File: src/rtl/gpio_regbank_pkg.sv
package gpio_regbank_pkg;
  typedef enum logic [3:0] {
    SEL_NONE, SEL_OUT, SEL_OUTSET, SEL_OUTCLR, SEL_IN,
    SEL_DIR, SEL_DIRSET, SEL_DIRCLR, SEL_CFG
  } sel_e;

  typedef enum logic [1:0] {OP_HOLD, OP_LOAD, OP_SET, OP_CLR} op_e;

  localparam logic [11:0] OFS_OUT    = 12'h504;
  localparam logic [11:0] OFS_OUTSET = 12'h508;
  localparam logic [11:0] OFS_OUTCLR = 12'h50C;
  localparam logic [11:0] OFS_IN     = 12'h510;
  localparam logic [11:0] OFS_DIR    = 12'h514;
  localparam logic [11:0] OFS_DIRSET = 12'h518;
  localparam logic [11:0] OFS_DIRCLR = 12'h51C;
  localparam logic [11:0] OFS_CFG    = 12'h700;
endpackage

File: src/rtl/gpio_addr_decode.sv
module gpio_addr_decode
  import gpio_regbank_pkg::*;
#(
  parameter int AW    = 12,
  parameter int NPINS = 32,
  localparam int IW   = (NPINS > 1) ? $clog2(NPINS) : 1
) (
  input  logic [AW-1:0] addr,
  output sel_e          sel,
  output logic [IW-1:0] cfg_idx
);
  localparam int CFG_SPAN = 4 * NPINS;

  logic [AW-1:0] cfg_off;

  assign cfg_off = addr - AW'(OFS_CFG);
  assign cfg_idx = cfg_off[IW+1:2];

  always_comb begin
    sel = SEL_NONE;
    if (addr[1:0] == 2'b00) begin
      if (addr >= AW'(OFS_CFG) && int'(cfg_off) < CFG_SPAN) sel = SEL_CFG;
      else begin
        case (addr)
          AW'(OFS_OUT):    sel = SEL_OUT;
          AW'(OFS_OUTSET): sel = SEL_OUTSET;
          AW'(OFS_OUTCLR): sel = SEL_OUTCLR;
          AW'(OFS_IN):     sel = SEL_IN;
          AW'(OFS_DIR):    sel = SEL_DIR;
          AW'(OFS_DIRSET): sel = SEL_DIRSET;
          AW'(OFS_DIRCLR): sel = SEL_DIRCLR;
          default:         sel = SEL_NONE;
        endcase
      end
    end
  end
endmodule

File: src/rtl/gpio_setclr_reg.sv
module gpio_setclr_reg
  import gpio_regbank_pkg::*;
#(
  parameter int W     = 32,
  localparam int IW   = (W > 1) ? $clog2(W) : 1
) (
  input  logic          clk,
  input  logic          rst_n,
  input  op_e           op,
  input  logic [W-1:0]  data,
  input  logic          bit_we,
  input  logic [IW-1:0] bit_idx,
  input  logic          bit_val,
  output logic [W-1:0]  q
);
  logic [W-1:0] q_n;

  always_comb begin
    q_n = q;
    case (op)
      OP_LOAD: q_n = data;
      OP_SET:  q_n = q | data;
      OP_CLR:  q_n = q & ~data;
      default: q_n = q;
    endcase
    if (bit_we) q_n[bit_idx] = bit_val;
  end

  always_ff @(posedge clk) begin
    if (!rst_n) q <= '0;
    else        q <= q_n;
  end

  assert_set_hits_R2: assert property (@(posedge clk) disable iff (!rst_n)
    (op == OP_SET && !bit_we) |=> ((q & $past(data)) == $past(data)));
  assert_clr_hits_R2: assert property (@(posedge clk) disable iff (!rst_n)
    (op == OP_CLR && !bit_we) |=> ((q & $past(data)) == '0));
  assert_hold_stable_R9: assert property (@(posedge clk) disable iff (!rst_n)
    (op == OP_HOLD && !bit_we) |=> $stable(q));
endmodule

File: src/rtl/gpio_cfg_array.sv
module gpio_cfg_array #(
  parameter int NPINS = 32,
  localparam int IW   = (NPINS > 1) ? $clog2(NPINS) : 1
) (
  input  logic                   clk,
  input  logic                   rst_n,
  input  logic                   we,
  input  logic [IW-1:0]          idx,
  input  logic [30:0]            wdata_hi,
  output logic [NPINS-1:0][30:0] hi_q
);
  for (genvar k = 0; k < NPINS; k++) begin : g_pin
    always_ff @(posedge clk) begin
      if (!rst_n)                       hi_q[k] <= 31'h1;
      else if (we && idx == IW'(k))     hi_q[k] <= wdata_hi;
    end
  end
endmodule

File: src/rtl/gpio_regbank.sv
module gpio_regbank
  import gpio_regbank_pkg::*;
#(
  parameter int AW    = 12,
  parameter int NPINS = 32,
  localparam int IW   = (NPINS > 1) ? $clog2(NPINS) : 1
) (
  input  logic                clk,
  input  logic                rst_n,
  input  logic                req_valid,
  input  logic                req_write,
  input  logic [AW-1:0]       req_addr,
  input  logic [31:0]         req_wdata,
  input  logic [NPINS-1:0]    pin_in,
  output logic                rsp_valid,
  output logic [31:0]         rsp_rdata,
  output logic                rsp_err,
  output logic [NPINS-1:0]    out_level,
  output logic [NPINS-1:0]    dir_mask,
  output logic [NPINS*32-1:0] cfg_words
);
  sel_e                   sel;
  logic [IW-1:0]          cfg_idx;
  logic                   wr, bad;
  op_e                    op_out, op_dir;
  logic                   cfg_we;
  logic [NPINS-1:0]       in_q;
  logic [NPINS-1:0][30:0] cfg_hi;
  logic [31:0]            rd_val;

  gpio_addr_decode #(.AW(AW), .NPINS(NPINS)) u_dec (
    .addr(req_addr), .sel(sel), .cfg_idx(cfg_idx)
  );

  assign wr     = req_valid && req_write;
  assign cfg_we = wr && (sel == SEL_CFG);
  assign bad    = (sel == SEL_NONE) || (req_write && sel == SEL_IN);

  always_comb begin
    op_out = OP_HOLD;
    op_dir = OP_HOLD;
    if (wr) begin
      case (sel)
        SEL_OUT:    op_out = OP_LOAD;
        SEL_OUTSET: op_out = OP_SET;
        SEL_OUTCLR: op_out = OP_CLR;
        SEL_DIR:    op_dir = OP_LOAD;
        SEL_DIRSET: op_dir = OP_SET;
        SEL_DIRCLR: op_dir = OP_CLR;
        default: ;
      endcase
    end
  end

  gpio_setclr_reg #(.W(NPINS)) u_out (
    .clk(clk), .rst_n(rst_n), .op(op_out), .data(req_wdata[NPINS-1:0]),
    .bit_we(1'b0), .bit_idx('0), .bit_val(1'b0), .q(out_level)
  );

  // The direction bit of each configuration word is this register's bit.
  gpio_setclr_reg #(.W(NPINS)) u_dir (
    .clk(clk), .rst_n(rst_n), .op(op_dir), .data(req_wdata[NPINS-1:0]),
    .bit_we(cfg_we), .bit_idx(cfg_idx), .bit_val(req_wdata[0]), .q(dir_mask)
  );

  gpio_cfg_array #(.NPINS(NPINS)) u_cfg (
    .clk(clk), .rst_n(rst_n), .we(cfg_we), .idx(cfg_idx),
    .wdata_hi(req_wdata[31:1]), .hi_q(cfg_hi)
  );

  for (genvar k = 0; k < NPINS; k++) begin : g_cfg_out
    assign cfg_words[32*k +: 32] = {cfg_hi[k], dir_mask[k]};
  end

  always_ff @(posedge clk) begin
    if (!rst_n) in_q <= '0;
    else        in_q <= pin_in;
  end

  always_comb begin
    case (sel)
      SEL_OUT, SEL_OUTSET, SEL_OUTCLR: rd_val = 32'(out_level);
      SEL_DIR, SEL_DIRSET, SEL_DIRCLR: rd_val = 32'(dir_mask);
      SEL_IN:                          rd_val = 32'(in_q);
      SEL_CFG:                         rd_val = {cfg_hi[cfg_idx], dir_mask[cfg_idx]};
      default:                         rd_val = '0;
    endcase
  end

  always_ff @(posedge clk) begin
    if (!rst_n) begin
      rsp_valid <= 1'b0;
      rsp_rdata <= '0;
      rsp_err   <= 1'b0;
    end else begin
      rsp_valid <= req_valid;
      rsp_err   <= req_valid && bad;
      rsp_rdata <= (req_valid && !req_write) ? rd_val : '0;
    end
  end

  assert_rsp_follows_R10: assert property (@(posedge clk) disable iff (!rst_n)
    req_valid |=> rsp_valid);
  assert_no_rsp_idle_R10: assert property (@(posedge clk) disable iff (!rst_n)
    !req_valid |=> (!rsp_valid && !rsp_err));
  assert_bad_write_inert_R9: assert property (@(posedge clk) disable iff (!rst_n)
    (wr && bad) |=> ($stable(out_level) && $stable(dir_mask) && $stable(cfg_words)));
  assert_bad_read_zero_R9: assert property (@(posedge clk) disable iff (!rst_n)
    (req_valid && !req_write && sel == SEL_NONE) |=> (rsp_err && rsp_rdata == '0));
  assert_cfg_to_dir_R6: assert property (@(posedge clk) disable iff (!rst_n)
    cfg_we |=> (dir_mask[$past(cfg_idx)] == $past(req_wdata[0])));
  assert_dir_load_R4: assert property (@(posedge clk) disable iff (!rst_n)
    (wr && sel == SEL_DIR) |=> (dir_mask == $past(req_wdata[NPINS-1:0])));
endmodule

File: config.mk
export PLATFORM = sky130hd
export DESIGN_NAME = gpio_regbank
export DESIGN_NICKNAME = d
export VERILOG_FILES = /design/src/rtl/gpio_regbank_pkg.sv /design/src/rtl/gpio_addr_decode.sv /design/src/rtl/gpio_setclr_reg.sv /design/src/rtl/gpio_cfg_array.sv /design/src/rtl/gpio_regbank.sv
export SDC_FILE = /design/constraint.sdc
export NUM_CORES = 2
export LEC_CHECK = 0
export ABC_AREA = 1
export BUFFER_PORTS_ARGS = -buffer_cell sky130_fd_sc_hd__buf_2
export CAP_MARGIN = 20
export CORE_AREA = 2 2 474 476
export CTS_CLUSTER_DIAMETER = 80
export DETAILED_ROUTE_END_ITERATION = 16
export DIE_AREA = 0 0 476 478
export HOLD_SLACK_MARGIN = 0.1
export PLACE_DENSITY_LB_ADDON = 0.05
export SLEW_MARGIN = 20
export SYNTH_ARGS = -nofsm -noshare
export SYNTH_HDL_FRONTEND = slang
export SYNTH_HIERARCHICAL = 1
export SYNTH_SLANG_ARGS = --single-unit
File: constraint.sdc
create_clock -name clk -period 4.1 [get_ports clk]
set_clock_uncertainty 0.15 [all_clocks]
set_input_delay 0.615 -clock clk [delete_from_list [all_inputs] [get_ports clk]]
set_output_delay 0.615 -clock clk [all_outputs]
set_load 0.05 [all_outputs]
Yosys cells after proc, flatten, opt, wreduce, memory -nomap -nowiden
Index checks and enable logic that the tools add are counted.

Shift operators: 0. $lt $le $gt $ge: 4. Add/subtract/negate cells: 1. Bitwise logic cells: 5. Equality and inequality tests: 52. Div/mod/pow operators: 0. Multiplexer cells: 18. $mul: 0. Reduce and logical (&&, ||, !) cells: 48.

Operators with widths (count): $pmux W32 S3 (2); $bmux W31 S5 (1); $pmux W32 S4 (1); $eq A12 B11 Y1 const B (7); $eq A5 B5 Y1 const B (16); $and A32 B32 Y32 (2); $or A32 B32 Y32 (2); $eq A5 B4 Y1 const B (8); $logic_and A1 B1 Y1 (39); $bwmux W32 (1); $mux W32 (1); $not A32 Y32 (1); $mux W31 (1); $pmux W3 S7 (1); $eq A5 B3 Y1 const B (4); $eq A4 B3 Y1 const B (4); $ge A12 B11 Y1 const B (1); $lt A12 B8 Y1 const B (1); $pmux W2 S3 (2); $sub A12 B11 Y12 const B (1); $eq A5 B2 Y1 const B (2); $eq A2 B2 Y1 const B (4); $eq A4 B2 Y1 const B (2); $mux W4 (2); 18 further kinds (22).

Flip-flop bits (word level): 1122. Memory bits (writable): 0. Bits in latches: 0. ROM bits: 0. Memories kept: 0. Bits of input ports: 80.

Longest topological paths before layout
Depth after elaboration: 12. Mapped depth: 18. Gate-level depth less buffers: 16.

Cells and area by module
The synthesis kept the hierarchy.

By module, submodules not included: gpio_cfg_array (times used 1, cells an instance 6770, seq. area each 19859.0 um^2, area each 42595.9 um^2); gpio_regbank (times used 1, cells an instance 2830, seq. area each 1321.3 um^2, area each 13499.2 um^2); gpio_setclr_reg (times used 2, cells an instance 435, seq. area each 640.6 um^2, area each 2322.2 um^2); gpio_addr_decode (times used 1, cells an instance 38, seq. area each 0.0 um^2, area each 190.2 um^2).

Worst setup path before layout
No wires, ideal clock.

Path type: input to register. Start point: in req_addr[1]. End point: reg u_cfg/hi_q[527] (netlist name). Data arrival time: 2.615 ns. Setup time: 0.130 ns. Path buffers: 2. Data required time: 3.820 ns. Path slack: 1.205 ns. Cell stages on the path: 17. Cell sequence: inv_1 > nand2_2 > inv_1 > nand3_1 > nand2_1 > nand2_1 > nand2_1 > nor2_1 > nand3_1 > nor2_1 > nand2_1 > inv_1 > clkbuf_1 > nand3_1 > clkbuf_1 > nand2_1 > nand3_1.

Word-level cells in the longest chain between the ends: 8.

RTL lines: start, declared (line gpio_regbank.sv:12) `input logic [AW-1:0] req_addr,`; $sub A12 B11 Y12 (line gpio_addr_decode.sv:16) `assign cfg_off = addr - AW'(OFS_CFG);`; $lt A12 B8 Y1 (line gpio_addr_decode.sv:22) `if (addr >= AW'(OFS_CFG) && int'(cfg_off) < CFG_SPAN) sel = SEL_CFG;`; $logic_and A1 B1 Y1 (line gpio_addr_decode.sv:22); $mux W4 (line gpio_addr_decode.sv:22); $mux W4 (*) (line gpio_addr_decode.sv:21) `if (addr[1:0] == 2'b00) begin`; named net sel[0] (line gpio_regbank.sv:22) `sel_e sel;`; $eq A4 B4 Y1 (*) (line gpio_regbank.sv:36) `assign cfg_we = wr && (sel == SEL_CFG);`; $logic_and A1 B1 Y1 (*) (line gpio_regbank.sv:36); named net cfg_we (line gpio_regbank.sv:26) `logic cfg_we;`; $logic_and A1 B1 Y1 (*) (line gpio_cfg_array.sv:15) `else if (we && idx == IW'(k)) hi_q[k] <= wdata_hi;`; end signal, assigned by index (line gpio_cfg_array.sv:15); end, declared (line gpio_cfg_array.sv:10) `output logic [NPINS-1:0][30:0] hi_q`.

Mark *: on every way through the listed nets, which the timed path passes. The rest lies on a longest branch. A chain may end at the register's enable or synchronous reset.

Final worst setup path
Start point: in req_addr[1]. End point: reg u_cfg/hi_q[298] (netlist name).

The elaborated chain is that of the path after synthesis.

==> results by group <==
Drt
  – Routed WL per cell: 27.4 um
  – Vias per inst: 4.84
  – Routed WL: 397 mm
  – DRC: 0
  – Pre-antenna DRT Iters: 7
  – Iter 0 DRT Violations: 7344
  – Via count: 70205
  – Final ANT Viol Nets: 0

GRT
  – Gr usage total: 0.334
  – GR Util met1: 0.434
  – Overflow after GRT: 0
  – Initial antenna violation count: 16
  – Met2 GRT Util: 0.504
  – Global-route wire length before repair: 534 mm
  – GRT Max-Usage Layer: met2
  – Largest net degree at the start of global routing: 157
  – Number of global-route vias before repair: 63111
  – Met3 usage: 0.0927

STA
  – Setup TNS: 0 ns
  – RSZ-0062 raised after global routing: no
  – Final-report setup violation count: 0
  – Worst-Margin Slew: 1.17 ns
  – Hold Vio Cnt, Final: 0
  – Setup ws final: 0.784 ns
  – Tcrit/Tclk final: 0.809
  – Rel. slew slack: 0.199
  – Max frequency: 0.302 GHz
  – Max-slew violations: 0
  – Final min period: 3.32 ns

Layout
  – Area grow syn2layout: 23.4%
  – Fin util: 0.337
  – Fraction of layout cells with a size suffix above 1: 0.153
  – Most common cell after layout, fill and taps aside: nand2_1
  – Most frequent cells in the layout: nand2_1, nor2_1, nand3_1
  – Filler cell count: 25101
  – Post-layout nets: 11465
  – Fin area: 75200 um^2

Synth
  – Share of the synthesized area in the top cell type: 0.369
  – Area leader, netlist: dfxtp_1
  – Post-synthesis register bit count: 1122
  – Post-Syn Area: 60900 um^2
  – Yosys cell types: 27
  – Top cells by area, synth: dfxtp_1, nand2_1, nand3_1, nor2_1, inv_1
  – Register area share after synthesis: 0.369
  – Syn_area_per_cell: 5.80 um^2
  – Syn Inst Count: 10508
  – Synth warn: 6

Worst setup path
  – CP required: 4.69 ns
  – Setup crit end kind: flip-flop
  – Max stage delay cell, worst path: buf_12
  – Crit start category: input pin
  – Critical-path cell list: buf_2 > inv_1 > nand2_2 > inv_1 > nand3_1 > nand2_1 > nand2_1 > nand2_1 > nor2_1 > nand3_1 > nor2_1 > buf_4 > inv_1 > nor2_4 > buf_12 > buf_12 > nand3_2 > buf_12 > nand2_1 > inv_1 > nor2_1
  – Worst path max stage delay: 0.43 ns
  – Crit-path max FO: 88
  – CP Class: input pin to flip-flop
  – Worst Path Arrival: 3.91 ns

Place
  – Final HPWL DP: 282 mm
  – Input/output buffers: 1201
  – Place WS: 0.0362 ns
  – Placed Instance Area: 69900 um^2
  – Gp weighted congestion: 0.950

CTS
  – Number of CTS-inserted buffers: 152
  – Worst-path clk slew: 0.06 ns
  – Clk buf depth: 3
  – # H-tree levels: 4
  – Clk sinks: 1122
  – Clock root cell: clkbuf_16
  – CTS tree: done
  – Clock Latency Late Sink: 0.81 ns
  – Post-CTS resize count: 0

Floorplan
  – Chip height: 478 um
  – Rows: 174
  – Die area: 228000 um^2
  – Top Ports: 1202
  – Die width: 476 um
  – Core outline area: 223000 um^2
  – Initial Util: 0.273

Pwr
  – Leakage: 38.4 nW
  – Power per cell area: 357 nW/um^2
  – Worst vdd ir: 0.000425 V

Run
  – Maxcap violations: 0

Worst hold path
  – Worst min-delay path class: input pin to flip-flop

Status
  – Status: completed
worst max-delay path, delay by kind of cell:
kind | cells | cell delay [ns]
buffers and inverters | 9 | 1.57
AND/OR/NAND/NOR | 12 | 1.51
through the flow:
stage / cells / total power, mW / hold slack (ns)
2_1_floorplan: 10542 / 12.4 / 0.352
3_3_place_gp: 14185 / 13.6 / 0.319
3_5_place_dp: 14186 / 13.6 / 0.322
4_1_cts: 14499 / 27.0 / 0.114
5_1_grt: 14500 / 27.6 / 0.142
6_report: 14505 / 26.9 / 0.191
kinds of logic after synthesis:
| group | count (synthesis) | synth area share |
|---|---|---|
| compound gates | 78 | 0.00844 |
| simple gates | 7047 | 0.469 |
| buf+inv | 2260 | 0.154 |
| flops | 1122 | 0.369 |
| other cells | 1 | 0.0000615 |
cell usage after synthesis:
library cell	number
inv_2	9
nor3_1	5
inv_1	1462
nor2_1	1708
conb_1	1
nand2_1	3742
buf_2	184
buf_8	4
o21ai_1	4
buf_4	74
nand2_2	8
nand4_1	7
nand2_4	2
dfxtp_1	1122
a21oi_1	32
a221oi_1	32
nand3_1	1549
buf_1	43
buf_6	42
a2111oi_0	1
o21ai_0	9
nor2_2	5
inv_6	1
nor2_4	1
clkbuf_1	439
clkinv_1	2
nand3_2	20
what timing repair did:
action | in CTS | in global routing
setup buffers | 0 | 0
hold buffers | 37 | 0
hold endpoints to repair | 63 | 0
where the power goes:
| part | switching (mW) | internal, mW |
|---|---|---|
| combinational | 1.98 | 0.520 |
| sequential | 0.0132 | 10.9 |
| clock | 5.71 | 7.70 |
| total | 7.71 | 19.1 |
layout make-up:
cell class | instances | area [um^2] | area share
Antenna cell | 6 | 15.0 | 0.000200
Clock buffer | 243 | 4570 | 0.0608
Clock inverter | 33 | 275 | 0.00366
Inverter | 1474 | 5580 | 0.0742
Multi-Input combinational cell | 7160 | 29600 | 0.393
Sequential cell | 1122 | 22500 | 0.299
Tap cell | 2992 | 3740 | 0.0498
Timing Repair Buffer | 1475 | 8950 | 0.119
flip-flops by register name (all words and copies together) (netlist names):
signal and cells:
in_q 32, rsp_err 1, rsp_rdata 32, rsp_valid 1
u_cfg/hi_q 992, u_dir/q 32, u_out/q 32
final timing paths:
check                                      from               to  slack (ns)  cells after the start
worst max-delay path                req_addr[1]  u_cfg/hi_q[298]        0.78                     21
worst min-delay path              req_wdata[11]      u_out/q[11]        0.19                      5
worst min register to register  u_cfg/hi_q[248]  u_cfg/hi_q[248]        0.34                      2
worst max register to register  u_cfg/hi_q[284]     rsp_rdata[6]        1.59                      8
layer usage:
metal	part of all wire	wire length, um
met1	0.42	166000
met2	0.43	171000
met3	0.095	37800
met4	0.056	22400
met5	0.000091	36
No activity file was read; power rests on OpenSTA's default activity.
